===== src/rtl/ixw_pkg.sv =====
package ixw_pkg;
  localparam int unsigned RAW   = 14;
  localparam int unsigned IO_AW = 8;

  localparam logic [RAW-1:0] A_INDEX    = 14'h0000;
  localparam logic [RAW-1:0] A_WIN      = 14'h0004;
  localparam logic [RAW-1:0] A_SCR      = 14'h0010;
  localparam logic [RAW-1:0] A_MC_STAT  = 14'h0150;
  localparam logic [RAW-1:0] A_ENG_STAT = 14'h0E40;
  localparam logic [RAW-1:0] A_GUI_STAT = 14'h1740;
  localparam logic [RAW-1:0] A_CFG_LO   = 14'h0F00;
  localparam logic [RAW-1:0] A_CFG_HI   = 14'h0FFC;

  localparam logic [31:0] MC_STAT_VAL   = 32'd5;
  localparam logic [31:0] FIFO_FREE_VAL = 32'd64;

  function automatic logic [2:0] size_bytes(logic [1:0] s);
    case (s)
      2'd0:    return 3'd1;
      2'd1:    return 3'd2;
      default: return 3'd4;
    endcase
  endfunction

  function automatic logic [31:0] size_mask(logic [1:0] s);
    case (s)
      2'd0:    return 32'h0000_00FF;
      2'd1:    return 32'h0000_FFFF;
      default: return 32'hFFFF_FFFF;
    endcase
  endfunction
endpackage


===== src/rtl/ixw_sub_word.sv =====
module ixw_sub_word
  import ixw_pkg::*;
(
  input  logic [31:0] word_i,
  input  logic [1:0]  offs_i,
  input  logic [1:0]  size_i,
  input  logic [31:0] wdata_i,
  output logic [31:0] rd_o,
  output logic [31:0] merged_o
);
  logic [4:0]  sh;
  logic [31:0] m;
  logic [31:0] lane_m;

  always_comb begin
    sh       = {offs_i, 3'b000};
    m        = size_mask(size_i);
    rd_o     = (word_i >> sh) & m;
    lane_m   = m << sh;  // lanes past bit 31 fall off
    merged_o = (word_i & ~lane_m) | ((wdata_i << sh) & lane_m);
  end
endmodule


===== src/rtl/ixw_mem_gate.sv =====
module ixw_mem_gate
  import ixw_pkg::*;
#(
  parameter int unsigned MEM_BYTES = 16 * 1024 * 1024,
  localparam int unsigned MEM_AW   = $clog2(MEM_BYTES)
) (
  input  logic              clk_i,
  input  logic              rst_ni,
  input  logic              req_rd_i,
  input  logic              req_wr_i,
  input  logic [30:0]       ptr_i,
  input  logic [1:0]        size_i,
  input  logic [31:0]       wdata_i,
  output logic [31:0]       rdata_o,
  output logic              mem_rd_o,
  output logic              mem_wr_o,
  output logic [MEM_AW-1:0] mem_addr_o,
  output logic [1:0]        mem_size_o,
  output logic [31:0]       mem_wdata_o,
  input  logic [31:0]       mem_rdata_i
);
  logic [32:0] end_a;
  logic        fits;

  always_comb begin
    end_a = {2'b00, ptr_i} + 33'(size_bytes(size_i));
    fits  = end_a <= 33'(MEM_BYTES);
  end

  assign mem_rd_o    = req_rd_i & fits;
  assign mem_wr_o    = req_wr_i & fits;
  assign mem_addr_o  = ptr_i[MEM_AW-1:0];
  assign mem_size_o  = size_i;
  assign mem_wdata_o = wdata_i & size_mask(size_i);
  assign rdata_o     = mem_rd_o ? (mem_rdata_i & size_mask(size_i)) : 32'h0;


  mem_in_bounds_chk: assert property (@(posedge clk_i) disable iff (!rst_ni)
    (mem_rd_o || mem_wr_o) |->
      (33'(mem_addr_o) + 33'(size_bytes(mem_size_o)) <= 33'(MEM_BYTES)));
endmodule


===== src/rtl/ixw_reg_space.sv =====
module ixw_reg_space
  import ixw_pkg::*;
#(
  parameter int unsigned N_SCR = 4
) (
  input  logic           clk_i,
  input  logic           rst_ni,
  input  logic [31:0]    acc_addr_i,
  input  logic           acc_rd_i,
  input  logic           acc_wr_i,
  input  logic [1:0]     size_i,
  input  logic [31:0]    wdata_i,
  output logic [31:0]    rdata_o,
  output logic [31:0]    index_o,
  output logic           rf_wr_o,
  output logic [RAW-1:0] rf_addr_o,
  output logic [31:0]    rf_wdata_o,
  output logic [5:0]     cfg_addr_o,
  input  logic [31:0]    cfg_rdata_i
);
  logic              in_space;
  logic [RAW-1:0]    wa;
  logic              hit_idx, hit_cfg, hit_mc, hit_fifo;
  logic [N_SCR-1:0]  hit_scr;
  logic [31:0]       idx_q;
  logic [N_SCR-1:0][31:0] scr_q;
  logic [31:0]       word, rd_w, merged;

  assign in_space = acc_addr_i[31:RAW] == '0;
  assign wa       = {acc_addr_i[RAW-1:2], 2'b00};
  assign hit_idx  = in_space && (wa == A_INDEX);
  assign hit_mc   = in_space && (wa == A_MC_STAT);
  assign hit_fifo = in_space && ((wa == A_ENG_STAT) || (wa == A_GUI_STAT));
  assign hit_cfg  = in_space && (wa >= A_CFG_LO) && (wa <= A_CFG_HI);

  for (genvar g = 0; g < N_SCR; g++) begin : g_scr
    assign hit_scr[g] = in_space && (wa == A_SCR + RAW'(4 * g));
    always_ff @(posedge clk_i or negedge rst_ni) begin
      if (!rst_ni)                      scr_q[g] <= '0;
      else if (acc_wr_i && hit_scr[g])  scr_q[g] <= merged;
    end
  end

  // window and unmapped words fall through to zero
  always_comb begin
    word = '0;
    if (hit_idx)  word = idx_q;
    if (hit_mc)   word = MC_STAT_VAL;
    if (hit_fifo) word = FIFO_FREE_VAL;
    if (hit_cfg)  word = cfg_rdata_i;
    for (int k = 0; k < N_SCR; k++)
      if (hit_scr[k]) word = scr_q[k];
  end

  ixw_sub_word u_lane (
    .word_i  (word),
    .offs_i  (acc_addr_i[1:0]),
    .size_i  (size_i),
    .wdata_i (wdata_i),
    .rd_o    (rd_w),
    .merged_o(merged)
  );

  always_ff @(posedge clk_i or negedge rst_ni) begin
    if (!rst_ni)                  idx_q <= '0;
    else if (acc_wr_i && hit_idx) idx_q <= merged;
  end

  assign rdata_o    = acc_rd_i ? rd_w : 32'h0;
  assign index_o    = idx_q;
  assign rf_wr_o    = acc_wr_i && (hit_idx || (|hit_scr));
  assign rf_addr_o  = wa;
  assign rf_wdata_o = merged;
  assign cfg_addr_o = wa[7:2];


  index_word_store_chk: assert property (@(posedge clk_i) disable iff (!rst_ni)
    (acc_wr_i && acc_addr_i == 32'(A_INDEX) && size_i[1]) |=> (index_o == $past(wdata_i)));

  index_hold_chk: assert property (@(posedge clk_i) disable iff (!rst_ni)
    !(acc_wr_i && acc_addr_i[31:2] == 30'(A_INDEX >> 2)) |=> $stable(index_o));

  mc_status_const_chk: assert property (@(posedge clk_i) disable iff (!rst_ni)
    (acc_rd_i && acc_addr_i == 32'(A_MC_STAT) && size_i[1]) |-> (rdata_o == 32'd5));

  cfg_write_ignored_chk: assert property (@(posedge clk_i) disable iff (!rst_ni)
    (acc_wr_i && acc_addr_i >= 32'(A_CFG_LO) && acc_addr_i <= 32'h0000_0FFF) |-> !rf_wr_o);
endmodule


===== src/rtl/ixw_window.sv =====
module ixw_window
  import ixw_pkg::*;
#(
  parameter int unsigned MEM_BYTES = 16 * 1024 * 1024,
  parameter int unsigned N_SCR     = 4,
  localparam int unsigned MEM_AW   = $clog2(MEM_BYTES)
) (
  input  logic              clk_i,
  input  logic              rst_ni,
  input  logic              io_sel_i,
  input  logic [13:0]       addr_i,
  input  logic [31:0]       wdata_i,
  input  logic [1:0]        size_i,
  input  logic              rd_i,
  input  logic              wr_i,
  output logic [31:0]       rdata_o,
  output logic              rf_wr_o,
  output logic [13:0]       rf_addr_o,
  output logic [31:0]       rf_wdata_o,
  output logic [5:0]        cfg_addr_o,
  input  logic [31:0]       cfg_rdata_i,
  output logic              mem_rd_o,
  output logic              mem_wr_o,
  output logic [MEM_AW-1:0] mem_addr_o,
  output logic [1:0]        mem_size_o,
  output logic [31:0]       mem_wdata_o,
  input  logic [31:0]       mem_rdata_i
);
  logic [RAW-1:0] eff;
  logic           win_hit, to_mem, redirect;
  logic [31:0]    index_w, acc_addr, rs_rdata, mg_rdata;

  assign eff      = io_sel_i ? {{(RAW-IO_AW){1'b0}}, addr_i[IO_AW-1:0]} : addr_i;
  assign win_hit  = {eff[RAW-1:2], 2'b00} == A_WIN;
  assign to_mem   = win_hit && index_w[31];
  assign redirect = win_hit && !index_w[31];
  // single level: a forwarded hit on the window reads back zero
  assign acc_addr = redirect ? index_w + {30'b0, eff[1:0]} : {{(32-RAW){1'b0}}, eff};

  ixw_reg_space #(.N_SCR(N_SCR)) u_regs (
    .clk_i      (clk_i),
    .rst_ni     (rst_ni),
    .acc_addr_i (acc_addr),
    .acc_rd_i   (rd_i && !to_mem),
    .acc_wr_i   (wr_i && !to_mem),
    .size_i     (size_i),
    .wdata_i    (wdata_i),
    .rdata_o    (rs_rdata),
    .index_o    (index_w),
    .rf_wr_o    (rf_wr_o),
    .rf_addr_o  (rf_addr_o),
    .rf_wdata_o (rf_wdata_o),
    .cfg_addr_o (cfg_addr_o),
    .cfg_rdata_i(cfg_rdata_i)
  );

  ixw_mem_gate #(.MEM_BYTES(MEM_BYTES)) u_mem (
    .clk_i      (clk_i),
    .rst_ni     (rst_ni),
    .req_rd_i   (rd_i && to_mem),
    .req_wr_i   (wr_i && to_mem),
    .ptr_i      (index_w[30:0]),
    .size_i     (size_i),
    .wdata_i    (wdata_i),
    .rdata_o    (mg_rdata),
    .mem_rd_o   (mem_rd_o),
    .mem_wr_o   (mem_wr_o),
    .mem_addr_o (mem_addr_o),
    .mem_size_o (mem_size_o),
    .mem_wdata_o(mem_wdata_o),
    .mem_rdata_i(mem_rdata_i)
  );

  assign rdata_o = to_mem ? mg_rdata : rs_rdata;


  mem_needs_ptr_chk: assert property (@(posedge clk_i) disable iff (!rst_ni)
    (mem_rd_o || mem_wr_o) |-> (index_w[31] && win_hit));

  mem_rf_excl_chk: assert property (@(posedge clk_i) disable iff (!rst_ni)
    mem_wr_o |-> !rf_wr_o);

  idle_rdata_chk: assert property (@(posedge clk_i) disable iff (!rst_ni)
    !rd_i |-> (rdata_o == 32'h0));
endmodule


===== config.mk =====
export PLATFORM = sky130hd
export DESIGN_NAME = ixw_window
export DESIGN_NICKNAME = d
export VERILOG_FILES = /design/src/rtl/ixw_pkg.sv /design/src/rtl/ixw_sub_word.sv /design/src/rtl/ixw_mem_gate.sv /design/src/rtl/ixw_reg_space.sv /design/src/rtl/ixw_window.sv
export SDC_FILE = /design/constraint.sdc
export NUM_CORES = 1
export LEC_CHECK = 0
export BUFFER_PORTS_ARGS = -buffer_cell sky130_fd_sc_hd__clkbuf_2
export CAP_MARGIN = 20
export CORE_MARGIN = 2
export CORE_UTILIZATION = 30
export DETAILED_ROUTE_END_ITERATION = 12
export PLACE_DENSITY = 0.53
export SYNTH_ARGS = -nofsm -noshare
export SYNTH_HDL_FRONTEND = slang
export SYNTH_SLANG_ARGS = --single-unit
export TNS_END_PERCENT = 100

===== constraint.sdc =====
create_clock -name clk_i -period 6.81 [get_ports clk_i]
set_input_delay 0.3405 -clock clk_i [delete_from_list [all_inputs] [get_ports clk_i]]
set_output_delay 0.3405 -clock clk_i [all_outputs]
set_load 0.05 [all_outputs]

# ---- Yosys cells after proc, flatten, opt, wreduce, memory -nomap -nowiden
# Cells that the tools add are included.
dict set report totals {
  wordCells 75
  reg_bits 160
  out_inout_bits 145
}
dict set report classes {
  bitwise 9
  n_shift 3
  eq_ne 9
  n_reduce_logical 29
  n_mux 15
  add_sub_neg 2
  magnitude_cmp 3
}
# operator count
set op_table {}
lappend op_table {{32-bit two-way mux} 12}
lappend op_table {{32-bit AND} 5}
lappend op_table {{32-bit one-hot mux with 2 select lines} 1}
lappend op_table {{32-bit by 5-bit left shift with 32-bit output} 2}
lappend op_table {{12-bit by 3-bit equality test with 1-bit output, second input constant} 4}
lappend op_table {{33-bit by 25-bit less-or-equal comparator with 1-bit output, second input constant} 1}
lappend op_table {{31-bit by 3-bit adder with 32-bit output} 1}
lappend op_table {{32-bit by 2-bit adder with 32-bit output} 1}
lappend op_table {{32-bit inverter} 1}
lappend op_table {{32-bit OR} 1}
lappend op_table {{32-bit by 5-bit >> shifter with 32-bit output} 1}
lappend op_table {{1-bit logical AND} 21}
lappend op_table {{18-bit logical NOT} 1}
lappend op_table {{14-bit by 12-bit >= comparator with 1-bit output, second input constant} 1}
lappend op_table {{14-bit by 12-bit less-or-equal comparator with 1-bit output, second input constant} 1}
lappend op_table {{14-bit logical NOT} 1}
lappend op_table {{14-bit two-way mux} 1}
lappend op_table {{12-bit by 1-bit equality test with 1-bit output, second input constant} 1}
lappend op_table {{12-bit by 10-bit equality test with 1-bit output, second input constant} 1}
lappend op_table {{12-bit by 11-bit equality test with 1-bit output, second input constant} 1}
lappend op_table {{12-bit by 7-bit equality test with 1-bit output, second input constant} 1}
lappend op_table {{3-bit one-hot mux with 2 select lines} 1}
lappend op_table {{4-bit OR reduction} 1}
lappend op_table {{1-bit AND} 2}
lappend op_table {{4 further kinds} 6}

# ---- Longest topological paths before layout
# Gate-level depths: netlist of run 1.
dict set report logic_depth {
  ltp_word 18
  mapped_depth 19
}

# ---- By module
# From an unflattened synthesis of run 1, not the netlist that was laid out.
dict set report hier_totals {
  hier_cells 1376
  area_unflattened_um2 13337.8
}
# mod n_inst area_per_inst_um2 cells_each
set modules_own_cells {}
lappend modules_own_cells {ixw_reg_space 1 8568.2 758}
lappend modules_own_cells {ixw_mem_gate 1 1878.1 249}
lappend modules_own_cells {ixw_sub_word 1 1564.0 180}
lappend modules_own_cells {ixw_window 1 1327.5 189}

# ---- Worst setup path before layout of run 1
# OpenSTA, ideal clock, no wires.
dict set report synth_path {
  kind {register -> output}
  startpoint {register u_regs.idx_q[0], in the netlist u_regs.index_o[0]}
  endpoint {output port rdata_o[21]}
  stages_incl_launch_ff 13
  arrival_ns 4.807
  slack_ns 1.663
  path_buffers 2
  cell_sequence {dfrtp_1 -> ha_1 -> fa_1 -> xor2_1 -> o41ai_1 -> clkinv_1 -> nand2_1 -> or4_1 -> clkbuf_1 -> buf_1 -> nor2_1 -> o211a_1 -> o31ai_1}
}
dict set report synth_via {
  elab_chain_cells 16
  elab_cells_between_ends 39
  cone_classes {2 x add/sub; 3 x order compare; 7 x eq/ne; 1 x shift; 12 x mux; 2 x bitwise; 12 x reduce/logical}
}
# item line
set synth_lines {}
lappend synth_lines {{from (decl)} ixw_reg_space.sv:25} ;# logic [31:0] idx_q;
lappend synth_lines {{from (signal assigned)} ixw_reg_space.sv:66} ;# else if (acc_wr_i && hit_idx) idx_q <= merged;
lappend synth_lines {{32-bit by 2-bit adder with 32-bit output (*)} ixw_window.sv:38} ;# assign acc_addr = redirect ? index_w + {30'b0, eff[1:0]} : {{(32-RAW){1'b0}}, eff};
lappend synth_lines {{32-bit two-way mux (*)} ixw_window.sv:38}
lappend synth_lines {{named net cfg_addr_o[0]} ixw_window.sv:20} ;# output logic [5:0] cfg_addr_o,
lappend synth_lines {{branches (longest 9 deep; another with 14-bit by 12-bit >= comparator with 1-bit output)} n/a}
lappend synth_lines {{32-bit two-way mux (*)} ixw_reg_space.sv:52} ;# if (hit_scr[k]) word = scr_q[k];
lappend synth_lines {{32-bit by 5-bit >> shifter with 32-bit output (*)} ixw_sub_word.sv:18} ;# rd_o = (word_i >> sh) & m;
lappend synth_lines {{32-bit AND (*)} ixw_sub_word.sv:18}
lappend synth_lines {{32-bit two-way mux (*)} ixw_reg_space.sv:69} ;# assign rdata_o = acc_rd_i ? rd_w : 32'h0;
lappend synth_lines {{32-bit two-way mux (*)} ixw_window.sv:74} ;# assign rdata_o = to_mem ? mg_rdata : rs_rdata;
lappend synth_lines {{to (decl)} ixw_window.sv:16} ;# output logic [31:0] rdata_o,
# Mark *: on every way through the listed nets, which the timed path passes.

# ---- Final worst setup path of run 1
dict set report layout_path {
  startpoint {register u_regs.idx_q[0], in the netlist u_regs.index_o[0]}
  endpoint {output port rdata_o[3]}
}
dict set report layout_via {
  elab_chain_cells 16
  elab_cells_between_ends 39
  cone_classes {2 x add/sub; 3 x order compare; 7 x eq/ne; 1 x shift; 12 x mux; 2 x bitwise; 12 x reduce/logical}
}
# item line
set layout_lines {}
lappend layout_lines {{branches (longest 15 deep; another with 32-bit by 2-bit adder with 32-bit output)} n/a}
lappend layout_lines {{32-bit two-way mux (*)} ixw_window.sv:74}
# Mark *: on every way between the ends.

==> results of run 1 <==
==> final cells by class <==
class	instances	area [sq um]	share of cell area (%)
Multi-Input combinational cell	1065	6930	49.2
Tap cell	518	648	4.60
Inverter	40	150	1.07
Timing Repair Buffer	306	1710	12.1
Clock buffer	21	450	3.20
Clock inverter	11	186	1.32
Sequential cell	160	4000	28.4
==> synth_stat cells, types with 11 or more instances <==
cell type,count
and3_1,13
o21ai_0,83
nor4_1,15
o2bb2ai_1,14
and2_1,21
a221oi_1,11
buf_4,48
a22oi_1,11
nand2_1,201
xor2_1,13
buf_2,34
inv_1,37
nand4_1,18
mux2i_1,15
nor3_1,29
xnor2_1,17
o22ai_1,20
clkbuf_1,59
mux2_2,80
nor2b_1,13
nand3_1,52
a31oi_1,23
or3_1,18
o211ai_1,20
o21ai_1,31
a32oi_1,14
nor2_1,90
dfrtp_1,160
a21oi_1,46
a32o_1,17
==> how the worst max path moves through the flow <==
stage	endpoint	slack, ns	depth (start not counted)	start
2_1_floorplan	rdata_o[21]	1.66	12	u_regs.index_o[0]
5_1_grt	rf_wdata_o[26]	0.26	12	u_regs.index_o[3]
4_1_cts	rdata_o[3]	0.68	14	u_regs.index_o[0]
3_3_place_gp	rdata_o[3]	1.14	14	u_regs.index_o[0]
6_report	rdata_o[3]	0.63	14	u_regs.index_o[0]
3_5_place_dp	rdata_o[3]	1.17	14	u_regs.index_o[0]
==> sequential cells by signal, indices dropped and copies added, names as in the netlist <==
signal          count
u_regs.index_o     32
u_regs.scr_q      128
==> layer usage <==
metal	GRT usage, %	vias up
met5	0	-
met4	7.33	0
met3	4.94	61
met2	39.2	703
met1	36.6	6119
li1	-	5541
==> power by group through the flow <==
stage / Combinational (mW) / Sequential, mW / Clock, mW
after floorplan: 0.371 / 1.03 / 0
after global placement: 0.543 / 1.07 / 0
after detailed placement: 0.544 / 1.07 / 0
after CTS: 0.547 / 1.05 / 1.08
after global routing: 0.588 / 1.06 / 1.11
final: 0.551 / 1.05 / 1.06
==> cell families (layout without fill, tap and decap cells) <==
| kind of cell | Yosys count | in the layout |
|---|---|---|
| AND/OR/NAND/NOR | 521 | 521 |
| AO/OA/AOI/OAI | 410 | 410 |
| other | 1 | 2 |
| XOR/XNOR | 30 | 30 |
| buffers and inverters | 190 | 378 |
| flip-flops | 160 | 160 |
| multiplexers | 95 | 95 |
| adder cells (fa/ha/maj) | 7 | 7 |
==> metrics by stage <==
| step | util [%] | cell area [sq um] |
|---|---|---|
| 2_1_floorplan | - | 11900 |
| 6_report | 36.3 | 14100 |
| 3_5_place_dp | 34.4 | 13400 |
| 4_1_cts | 36.1 | 14000 |
| 3_3_place_gp | 34.4 | 13400 |
| 5_1_grt | 36.3 | 14100 |
==> layout by cell type (no fill, tap or decap), types with 21 or more instances in the layout <==
cell | Yosys | layout
a21oi_1 | 46 | 46
a31oi_1 | 23 | 23
and2_1 | 21 | 21
buf_4 | 48 | 42
clkbuf_2 | 0 | 258
dfrtp_1 | 160 | 160
inv_1 | 37 | 37
mux2_2 | 80 | 80
nand2_1 | 201 | 201
nand3_1 | 52 | 52
nor2_1 | 90 | 87
nor3_1 | 29 | 29
o21ai_0 | 83 | 83
o21ai_1 | 31 | 31
==> flow_metrics.env, run 1 <==
export IMPL_num_vias=12400
export IMPL_viasPerCell=5.86
export IMPL_cts_tree="built"
export IMPL_grt_max_degree=82
export IMPL_ys_warn_count=0
export IMPL_yosysUniqueCellTypes=91
export IMPL_detail_route_wl_per_cell_microns=25.0
export IMPL_power_mw=2.67
export IMPL_fp_row_count=72
export IMPL_drt_iter0_drc=1221
export IMPL_synth_top_family_by_area="compound AO/OA/AOI/OAI gates"
export IMPL_finalCritPeriodShare_pct=90.7
export IMPL_r2r_start="u_regs.index_o[6]"
export IMPL_synth_simple_area_share_pct=22.0
export IMPL_seq_area_frac_synth_pct=33.8
export IMPL_worstMarginPinSlew_ns=1.03
export IMPL_slowest_delay_ns=0.76
export IMPL_worstHoldPathType="in2reg"
export IMPL_holdWs_ns=0.284
export IMPL_cp_start_kind="flip-flop"
export IMPL_cts_sinks=160
export IMPL_portBuffers=259
export IMPL_fin_cells=2121
export IMPL_wl_met1_microns=23400
export IMPL_core_sq_um=38800
export IMPL_maxSlewViolCount=0
export IMPL_clkPwrFrac_pct=39.9
export IMPL_drtAntennaViolNets=0
export IMPL_synthFlopType="dfrtp_1"
export IMPL_period_needed_ns=6.18
export IMPL_r2r_setup_slack_ns=1.52
export IMPL_grt_pass1_vias=11800
export IMPL_clock_path_buffers=2
export IMPL_outcome="finished clean"
export IMPL_crit_path_end_kind="primary output"
export IMPL_grtUsageTotal_pct=25.6
export IMPL_nets=1714
export IMPL_antenna_found_initial=0
export IMPL_wirelength_microns=53000
export IMPL_r2r_cells=10
export IMPL_critPathBufInv=2
export IMPL_yosysTopAreaCell="dfrtp_1"
export IMPL_die_area_sq_um=41100
export IMPL_p_switching_mw=0.863
export IMPL_final_hold_violation_count=0
export IMPL_synth_fa_ha_area_share_pct=0.866
export IMPL_fin_setup_tns_ns=0
export IMPL_power_density_nw_per_um2=190
export IMPL_dp_slack_ns=1.17
export IMPL_dp_cells=2085
export IMPL_drive_gt1_share_pct=28.4
export IMPL_fin_skew_ns=0.00874
export IMPL_async_flop_share_pct=100
export IMPL_synth_edf_count=0
export IMPL_min_delay_start="wdata_i[2]"
export IMPL_maxCapViolCount=0
export IMPL_synth_compound_area_share_pct=24.2
export IMPL_htree_num_levels=4
export IMPL_crit_family="simple AND/OR/NAND/NOR gates"
export IMPL_maxSlewHeadroom_pct=31.6
export IMPL_worst_slack_ns=0.632
export IMPL_overflow=0
export IMPL_syn_inst=1414
export IMPL_clock_latency_ns=0.44
export IMPL_die_y_microns=203
export IMPL_critPathArrivalTime_ns=5.84
export IMPL_yosys_top_cells_area="dfrtp_1 (34%), mux2_2 (7.6%), nand2_1 (6.4%)"
export IMPL_swShare_pct=32.3
export IMPL_cp_max_fo=12
export IMPL_dp_hpwl_microns=41400
export IMPL_internal_power_mw=1.81
export IMPL_setup_violations=0
export IMPL_crit_path_cell_trace="ha_1 > fa_1 > nand2_1 > nor4_4 > or3b_2 > xor2_1 > nand4_1 > o31a_1 > nor2_2 > buf_4 > a211oi_1 > nor3_1 > or4_1 > clkbuf_2"
export IMPL_crit_required_ns=6.47
export IMPL_antennaDiodeCount=0
export IMPL_path_clk_slew_ns=0.07
export IMPL_top_layer="met4"
export IMPL_cts_root_buf="clkbuf_16"
export IMPL_r2r_end="u_regs.scr_q[75]"
export IMPL_max_freq_ghz=0.162
export IMPL_cts_hold_buf=1
export IMPL_netlist_area_sq_um=11800
export IMPL_ir_worst_vdd_uv=124
export IMPL_p_leak_nw=6.41
export IMPL_cts_resized=0
export IMPL_post_cts_buffers=0
export IMPL_synth_top_area_share_pct=33.8
export IMPL_fillCellCount=4113
export IMPL_slowest_stage="a211oi_1"
export IMPL_wl_met3_microns=4980
export IMPL_synthMuxAreaShare_pct=8.87
export IMPL_start_util_pct=30.5
export IMPL_cts_buffers=17
export IMPL_first_pass_iters=5
export IMPL_area_growth_pct=18.8
export IMPL_synthXorXnorAreaFrac_pct=2.22
export IMPL_whs_endpoint="u_regs.scr_q[98]"
export IMPL_min_path_cells=2
export IMPL_die_width_microns=203
export IMPL_route_met2_wl_microns=23300
export IMPL_syn_area_per_cell_sq_um=8.38
export IMPL_p_comb_share_pct=20.7
export IMPL_io_pin_count=262
export IMPL_grt_pass1_wl_microns=78800
export IMPL_ys_ff_latch=160
export IMPL_rsz0062_at_grt="false"
export IMPL_power_frac_seq_pct=39.4
export IMPL_drcViolationCount=0
export IMPL_critPathKind="reg2out"
export IMPL_gp_congestion=0.973
Power figures use the tool's default switching activity.
==> inputs of run 2 (changes only) <==
--- a/config.mk
+++ b/config.mk
@@ -10,7 +10,7 @@
 export CORE_MARGIN = 2
 export CORE_UTILIZATION = 30
 export DETAILED_ROUTE_END_ITERATION = 12
-export PLACE_DENSITY = 0.53
+export PLACE_DENSITY = 0.5
 export SYNTH_ARGS = -nofsm -noshare
 export SYNTH_HDL_FRONTEND = slang
 export SYNTH_SLANG_ARGS = --single-unit
==> constraint.sdc (replaced) <==
create_clock -name clk_i -period 6.81 [get_ports clk_i]
set_input_delay 1.362 -clock clk_i [delete_from_list [all_inputs] [get_ports clk_i]]
set_output_delay 1.362 -clock clk_i [all_outputs]
set_load 0.05 [all_outputs]
==> run 2 against run 1 <==
Sequential share of layout area fell by 3.0 points. First-iteration DRC count shrank 6.4%. Largest power group is now sequential cells. Clock skew increased by 0.0048 ns. Sequential power barely moved. Utilization up 4.3 points. Design area is 12% higher. Die area did not move. Non-clock buffer count up 114. Maximum frequency is 7.8% lower. Routed wire length rose by 4.4%. Worst setup slack worse by 0.52 ns. Global-route usage grew 1.2 points.
==> flow_metrics.env, run 2 (synthesis gave the netlist of run 1 again) <==
export IMPL_drcViolationCount=0
export IMPL_cts_buffers=17
export IMPL_htree_num_levels=4
export IMPL_r2r_start="u_regs.index_o[7]"
export IMPL_outcome="finished clean"
export IMPL_dp_slack_ns=-0.0440
export IMPL_num_vias=12700
export IMPL_final_hold_violation_count=0
export IMPL_min_path_cells=2
export IMPL_dp_hpwl_microns=44500
export IMPL_fp_row_count=72
export IMPL_antennaDiodeCount=0
export IMPL_worstMarginPinSlew_ns=1.17
export IMPL_overflow=0
export IMPL_clock_latency_ns=0.44
export IMPL_maxSlewViolCount=0
export IMPL_setup_violations=0
export IMPL_min_delay_start="u_regs.scr_q[125]"
export IMPL_portBuffers=259
export IMPL_gp_congestion=0.941
export IMPL_critPathArrivalTime_ns=5.34
export IMPL_whs_endpoint="u_regs.scr_q[125]"
export IMPL_antenna_found_initial=1
export IMPL_cp_max_fo=12
export IMPL_p_leak_nw=7.17
export IMPL_drt_iter0_drc=1143
export IMPL_largest_register="u_regs.scr_q"
export IMPL_ir_worst_vdd_uv=163
export IMPL_grt_pass1_wl_microns=82400
export IMPL_power_density_nw_per_um2=167
export IMPL_worstHoldPathType="reg2reg"
export IMPL_holdWs_ns=0.485
export IMPL_fin_setup_tns_ns=0
export IMPL_crit_required_ns=5.45
export IMPL_die_y_microns=203
export IMPL_die_width_microns=203
export IMPL_die_area_sq_um=41100
export IMPL_wirelength_microns=55400
export IMPL_area_growth_pct=33.0
export IMPL_maxSlewHeadroom_pct=21.1
export IMPL_path_clk_slew_ns=0.07
export IMPL_critPathKind="in2out"
export IMPL_grt_max_degree=107
export IMPL_final_common_cell="clkbuf_2"
export IMPL_cts_tree="built"
export IMPL_cts_sinks=160
export IMPL_r2r_setup_slack_ns=2.24
export IMPL_max_freq_ghz=0.149
export IMPL_first_pass_iters=6
export IMPL_grtUsageTotal_pct=26.8
export IMPL_final_cell_mix="clkbuf_2 (208), nand2_1 (199), dfrtp_1 (160)"
export IMPL_clock_path_buffers=2
export IMPL_r2r_cells=13
export IMPL_r2r_end="u_regs.scr_q[119]"
export IMPL_start_util_pct=30.5
export IMPL_largest_reg_flops=128
export IMPL_drive_gt1_share_pct=34.7
export IMPL_maxCapViolCount=0
export IMPL_cts_hold_buf=0
export IMPL_detail_route_wl_per_cell_microns=24.8
export IMPL_final_core_util_pct=40.6
export IMPL_core_sq_um=38800
export IMPL_nets=1828
export IMPL_viasPerCell=5.70
export IMPL_power_mw=2.63
export IMPL_fin_skew_ns=0.0136
export IMPL_period_needed_ns=6.70
export IMPL_grt_pass1_vias=12400
export IMPL_crit_path_end_kind="primary output"
export IMPL_io_pin_count=262
export IMPL_cp_start_kind="input port"
export IMPL_rsz0062_at_grt="true"
export IMPL_finalCritPeriodShare_pct=98.4
export IMPL_drtAntennaViolNets=0
export IMPL_worst_slack_ns=0.107
export IMPL_cts_root_buf="clkbuf_16"
==> run 2: where the power goes <==
group / total (mW) / internal [mW] / switching, mW / leakage, nW
logic: 0.627 / 0.205 / 0.422 / 4.68
registers: 1.05 / 0.995 / 0.0531 / 2.21
clock network: 0.960 / 0.537 / 0.423 / 0.275
total: 2.63 / 1.74 / 0.898 / 7.17
==> run 2: cell type report <==
| class | count | area (sq um) |
|---|---|---|
| clock buffers | 22 | 474 |
| clock inverters | 10 | 104 |
| fillers | 3957 | 23100 |
| inverters | 40 | 153 |
| multi-input cells | 1065 | 7060 |
| flip-flops and latches | 160 | 4000 |
| well taps | 518 | 648 |
| repair buffers | 420 | 3310 |
==> run 2: how the worst max path moves through the flow <==
stage | startpoint | to | slack [ns] | cells after the start
CTS | size_i[0] | rdata_o[10] | 0.05 | 17
floorplan | addr_i[0] | rdata_o[3] | 0.008 | 11
finish | addr_i[0] | rf_wdata_o[15] | 0.11 | 19
detailed placement | size_i[0] | rdata_o[8] | -0.04 | 17
global route | addr_i[0] | rf_wdata_o[23] | -0.002 | 19
global placement | size_i[0] | rdata_o[15] | -0.03 | 17
==> run 2: stage by stage <==
stage	cell area (sq um)	cells
after floorplan	11900	1415
after detailed placement	15100	2200
final	15800	2235
after CTS	15600	2232
after global routing	15800	2235
after global placement	15100	2200
==> run 2: critical path, stage by stage <==
cell and delay, ns:
clkbuf_2 0.12, ha_1 0.23, fa_1 0.40, buf_4 0.16, nand3_1 0.07, xnor2_1 0.16, a31oi_1 0.14, a211o_1 0.34
buf_4 0.21, nor4_4 0.32, buf_12 0.18, a32oi_1 0.09, a311oi_1 0.43, o21ai_1 0.18, buf_4 0.17, buf_4 0.13
mux2_2 0.30, inv_1 0.06, clkbuf_2 0.26
==> run 2: routing by layer <==
layer / part of all wire [%] / vias up / global-route usage (%)
met4: 2.7 / 0 / 7.64
li1: - / 5767 / -
met1: 46 / 6258 / 38.1
met2: 45 / 636 / 42.1
met5: 0 / - / 0
met3: 6.9 / 69 / 4.24
==> run 2: timing repair <==
action	4_1_cts	5_1_grt
resized for setup	2	21
buffers inserted	0	1
hold endpoints to repair	0	0
endpoints found under the setup margin	12	39
pin swaps	0	3
==> inputs of run 3 (changes only) <==
--- a/config.mk
+++ b/config.mk
@@ -8,9 +8,9 @@
 export BUFFER_PORTS_ARGS = -buffer_cell sky130_fd_sc_hd__clkbuf_2
 export CAP_MARGIN = 20
 export CORE_MARGIN = 2
-export CORE_UTILIZATION = 30
+export CORE_UTILIZATION = 35
 export DETAILED_ROUTE_END_ITERATION = 12
-export PLACE_DENSITY = 0.5
+export PLACE_DENSITY = 0.57
 export SYNTH_ARGS = -nofsm -noshare
 export SYNTH_HDL_FRONTEND = slang
 export SYNTH_SLANG_ARGS = --single-unit
==> run 3 against run 2 <==
First-iteration DRC count rose by 39%. Global-route usage up 2.7 points. Via count is 1.3% higher. Critical path depth shrank 2. Sequential share of layout area rose by 0.25 points. Die area shrank 14%. Clock power is 5% higher. Clock-buffer cell count shrank 2. Utilization up 6.1 points. Highest routed layer unchanged.
==> flow_metrics.env, run 3 (synthesis gave the netlist of run 1 again) <==
export IMPL_fillCellCount=3254
export IMPL_slowest_stage="a2111o_1"
export IMPL_die_area_sq_um=35300
export IMPL_path_clk_slew_ns=0.06
export IMPL_worst_slack_ns=0.0500
export IMPL_rsz0062_at_grt="true"
export IMPL_core_sq_um=33400
export IMPL_cts_sinks=160
export IMPL_outcome="finished clean"
export IMPL_num_vias=12900
export IMPL_fin_cells=2155
export IMPL_portBuffers=259
export IMPL_cp_start_kind="input port"
export IMPL_cp_max_fo=7
export IMPL_clock_latency_ns=0.44
export IMPL_fin_setup_tns_ns=0
export IMPL_crit_required_ns=5.45
export IMPL_critPathArrivalTime_ns=5.40
export IMPL_cts_buffers=17
export IMPL_period_needed_ns=6.76
export IMPL_worstHoldPathType="reg2reg"
export IMPL_grt_pass1_wl_microns=78800
export IMPL_drt_iter0_drc=1585
export IMPL_power_mw=2.67
export IMPL_antenna_found_initial=0
export IMPL_dp_hpwl_microns=41600
export IMPL_dp_slack_ns=-0.287
export IMPL_crit_path_end_kind="primary output"
export IMPL_clock_path_buffers=2
export IMPL_max_freq_ghz=0.148
export IMPL_grtUsageTotal_pct=29.5
export IMPL_viasPerCell=5.99
export IMPL_largest_register="u_regs.scr_q"
export IMPL_final_cell_mix="clkbuf_2 (214), nand2_1 (200), dfrtp_1 (160)"
export IMPL_largest_reg_flops=128
export IMPL_io_pin_count=262
export IMPL_worstMarginPinSlew_ns=1.20
export IMPL_htree_num_levels=4
export IMPL_r2r_start="u_regs.index_o[9]"
export IMPL_die_width_microns=188
export IMPL_drive_gt1_share_pct=34.8
export IMPL_ir_worst_vdd_uv=164
export IMPL_cts_tree="built"
export IMPL_cp_common_cell="o211ai_1"
export IMPL_maxSlewViolCount=0
export IMPL_slowest_delay_ns=0.47
export IMPL_final_hold_violation_count=0
export IMPL_maxCapViolCount=0
export IMPL_nets=1818
export IMPL_overflow=0
export IMPL_antennaDiodeCount=0
export IMPL_maxSlewHeadroom_pct=19.5
export IMPL_p_leak_nw=7.15
export IMPL_start_util_pct=35.4
export IMPL_wirelength_microns=52800
export IMPL_drcViolationCount=0
export IMPL_grt_max_degree=91
export IMPL_fp_row_count=67
export IMPL_grt_pass1_vias=12200
export IMPL_drtAntennaViolNets=0
export IMPL_cts_root_buf="clkbuf_16"
export IMPL_crit_path_cell_trace="clkbuf_2 > nor2_4 > ha_1 > inv_1 > fa_1 > nand2b_1 > a2111o_1 > o21ai_0 > o211ai_1 > a2111oi_2 > a31oi_1 > or3_4 > nor2_1 > buf_4 > o2bb2a_1 > o211ai_1 > buf_12"
export IMPL_finalCritPeriodShare_pct=99.3
export IMPL_dp_cells=2117
export IMPL_area_growth_pct=31.7
export IMPL_cp_startpoint="size_i[1]"
export IMPL_die_y_microns=188
export IMPL_first_pass_iters=6
export IMPL_min_delay_start="u_regs.scr_q[102]"
export IMPL_final_core_util_pct=46.7
export IMPL_final_common_cell="clkbuf_2"
export IMPL_setup_violations=0
export IMPL_fin_skew_ns=0.0103
export IMPL_gp_congestion=0.973
export IMPL_detail_route_wl_per_cell_microns=24.5
export IMPL_critPathKind="in2out"
export IMPL_power_density_nw_per_um2=171
-- run 3: cell count changes in the layout (fill, tap and decap cells not counted), moves of 3 or more --
| cell | previous run | this run |
|---|---|---|
| buf_4 | 153 | 144 |
| buf_12 | 53 | 49 |
| buf_2 | 4 | 1 |
| clkbuf_2 | 208 | 214 |
| clkinv_4 | 3 | 6 |
-- run 3: worst paths after layout --
kind                                     end  slack [ns]  cells after the start
max in group asynchronous   u_regs.scr_q[94]        4.28                      2
min in group asynchronous  u_regs.scr_q[111]        1.02                      1
max                              rdata_o[10]        0.05                     17
min reg2reg                u_regs.scr_q[102]        0.48                      2
max reg2reg                 u_regs.scr_q[56]        2.22                     14
min                        u_regs.scr_q[102]        0.48                      2
-- run 3: where the power goes --
part / switching [mW] / total (mW) / internal [mW]
sequential: 0.0556 / 1.05 / 0.995
combinational: 0.414 / 0.613 / 0.199
clock: 0.412 / 1.01 / 0.598
-- run 3: cell type report --
cell class                 count  area, sq um  area share (%)
clock buffer                  20          457            2.93
clock inverter                12          160            1.03
inverter                      40          153           0.978
multi-input combinational   1065         7110            45.6
sequential                   160         4000            25.7
tap                          448          561            3.59
timing repair buffer         410         3160            20.2
-- run 3: worst max-delay path, delay by kind of cell --
| kind | cells | cell delay, ns |
|---|---|---|
| adder cells (fa/ha/maj) | 2 | 0.57 |
| buffers and inverters | 4 | 0.62 |
| AND/OR/NAND/NOR | 4 | 0.98 |
| AO/OA/AOI/OAI | 7 | 1.85 |
-- run 3: timing repair --
action | 4_1_cts | 5_1_grt
pin swaps | 0 | 6
setup endpoints to repair | 30 | 42
setup buffers | 0 | 6
hold buffers | 0 | 0
gates resized for setup | 3 | 31
-- run 3: per-stage QoR --
stage	area [sq um]	hold WS [ns]
global route	15600	0.505
global placement	14800	0.457
CTS	15400	0.482
floorplan	11900	0.443
detailed placement	14800	0.468
finish	15600	0.483
-- run 3: per-layer routing --
layer,GRT usage [%],up-vias,routed length (microns)
met1,40.4,6293,22600
met4,10.2,0,1690
met3,5.56,88,4660
met2,46.4,773,23900
met5,0,-,0
li1,-,5747,-
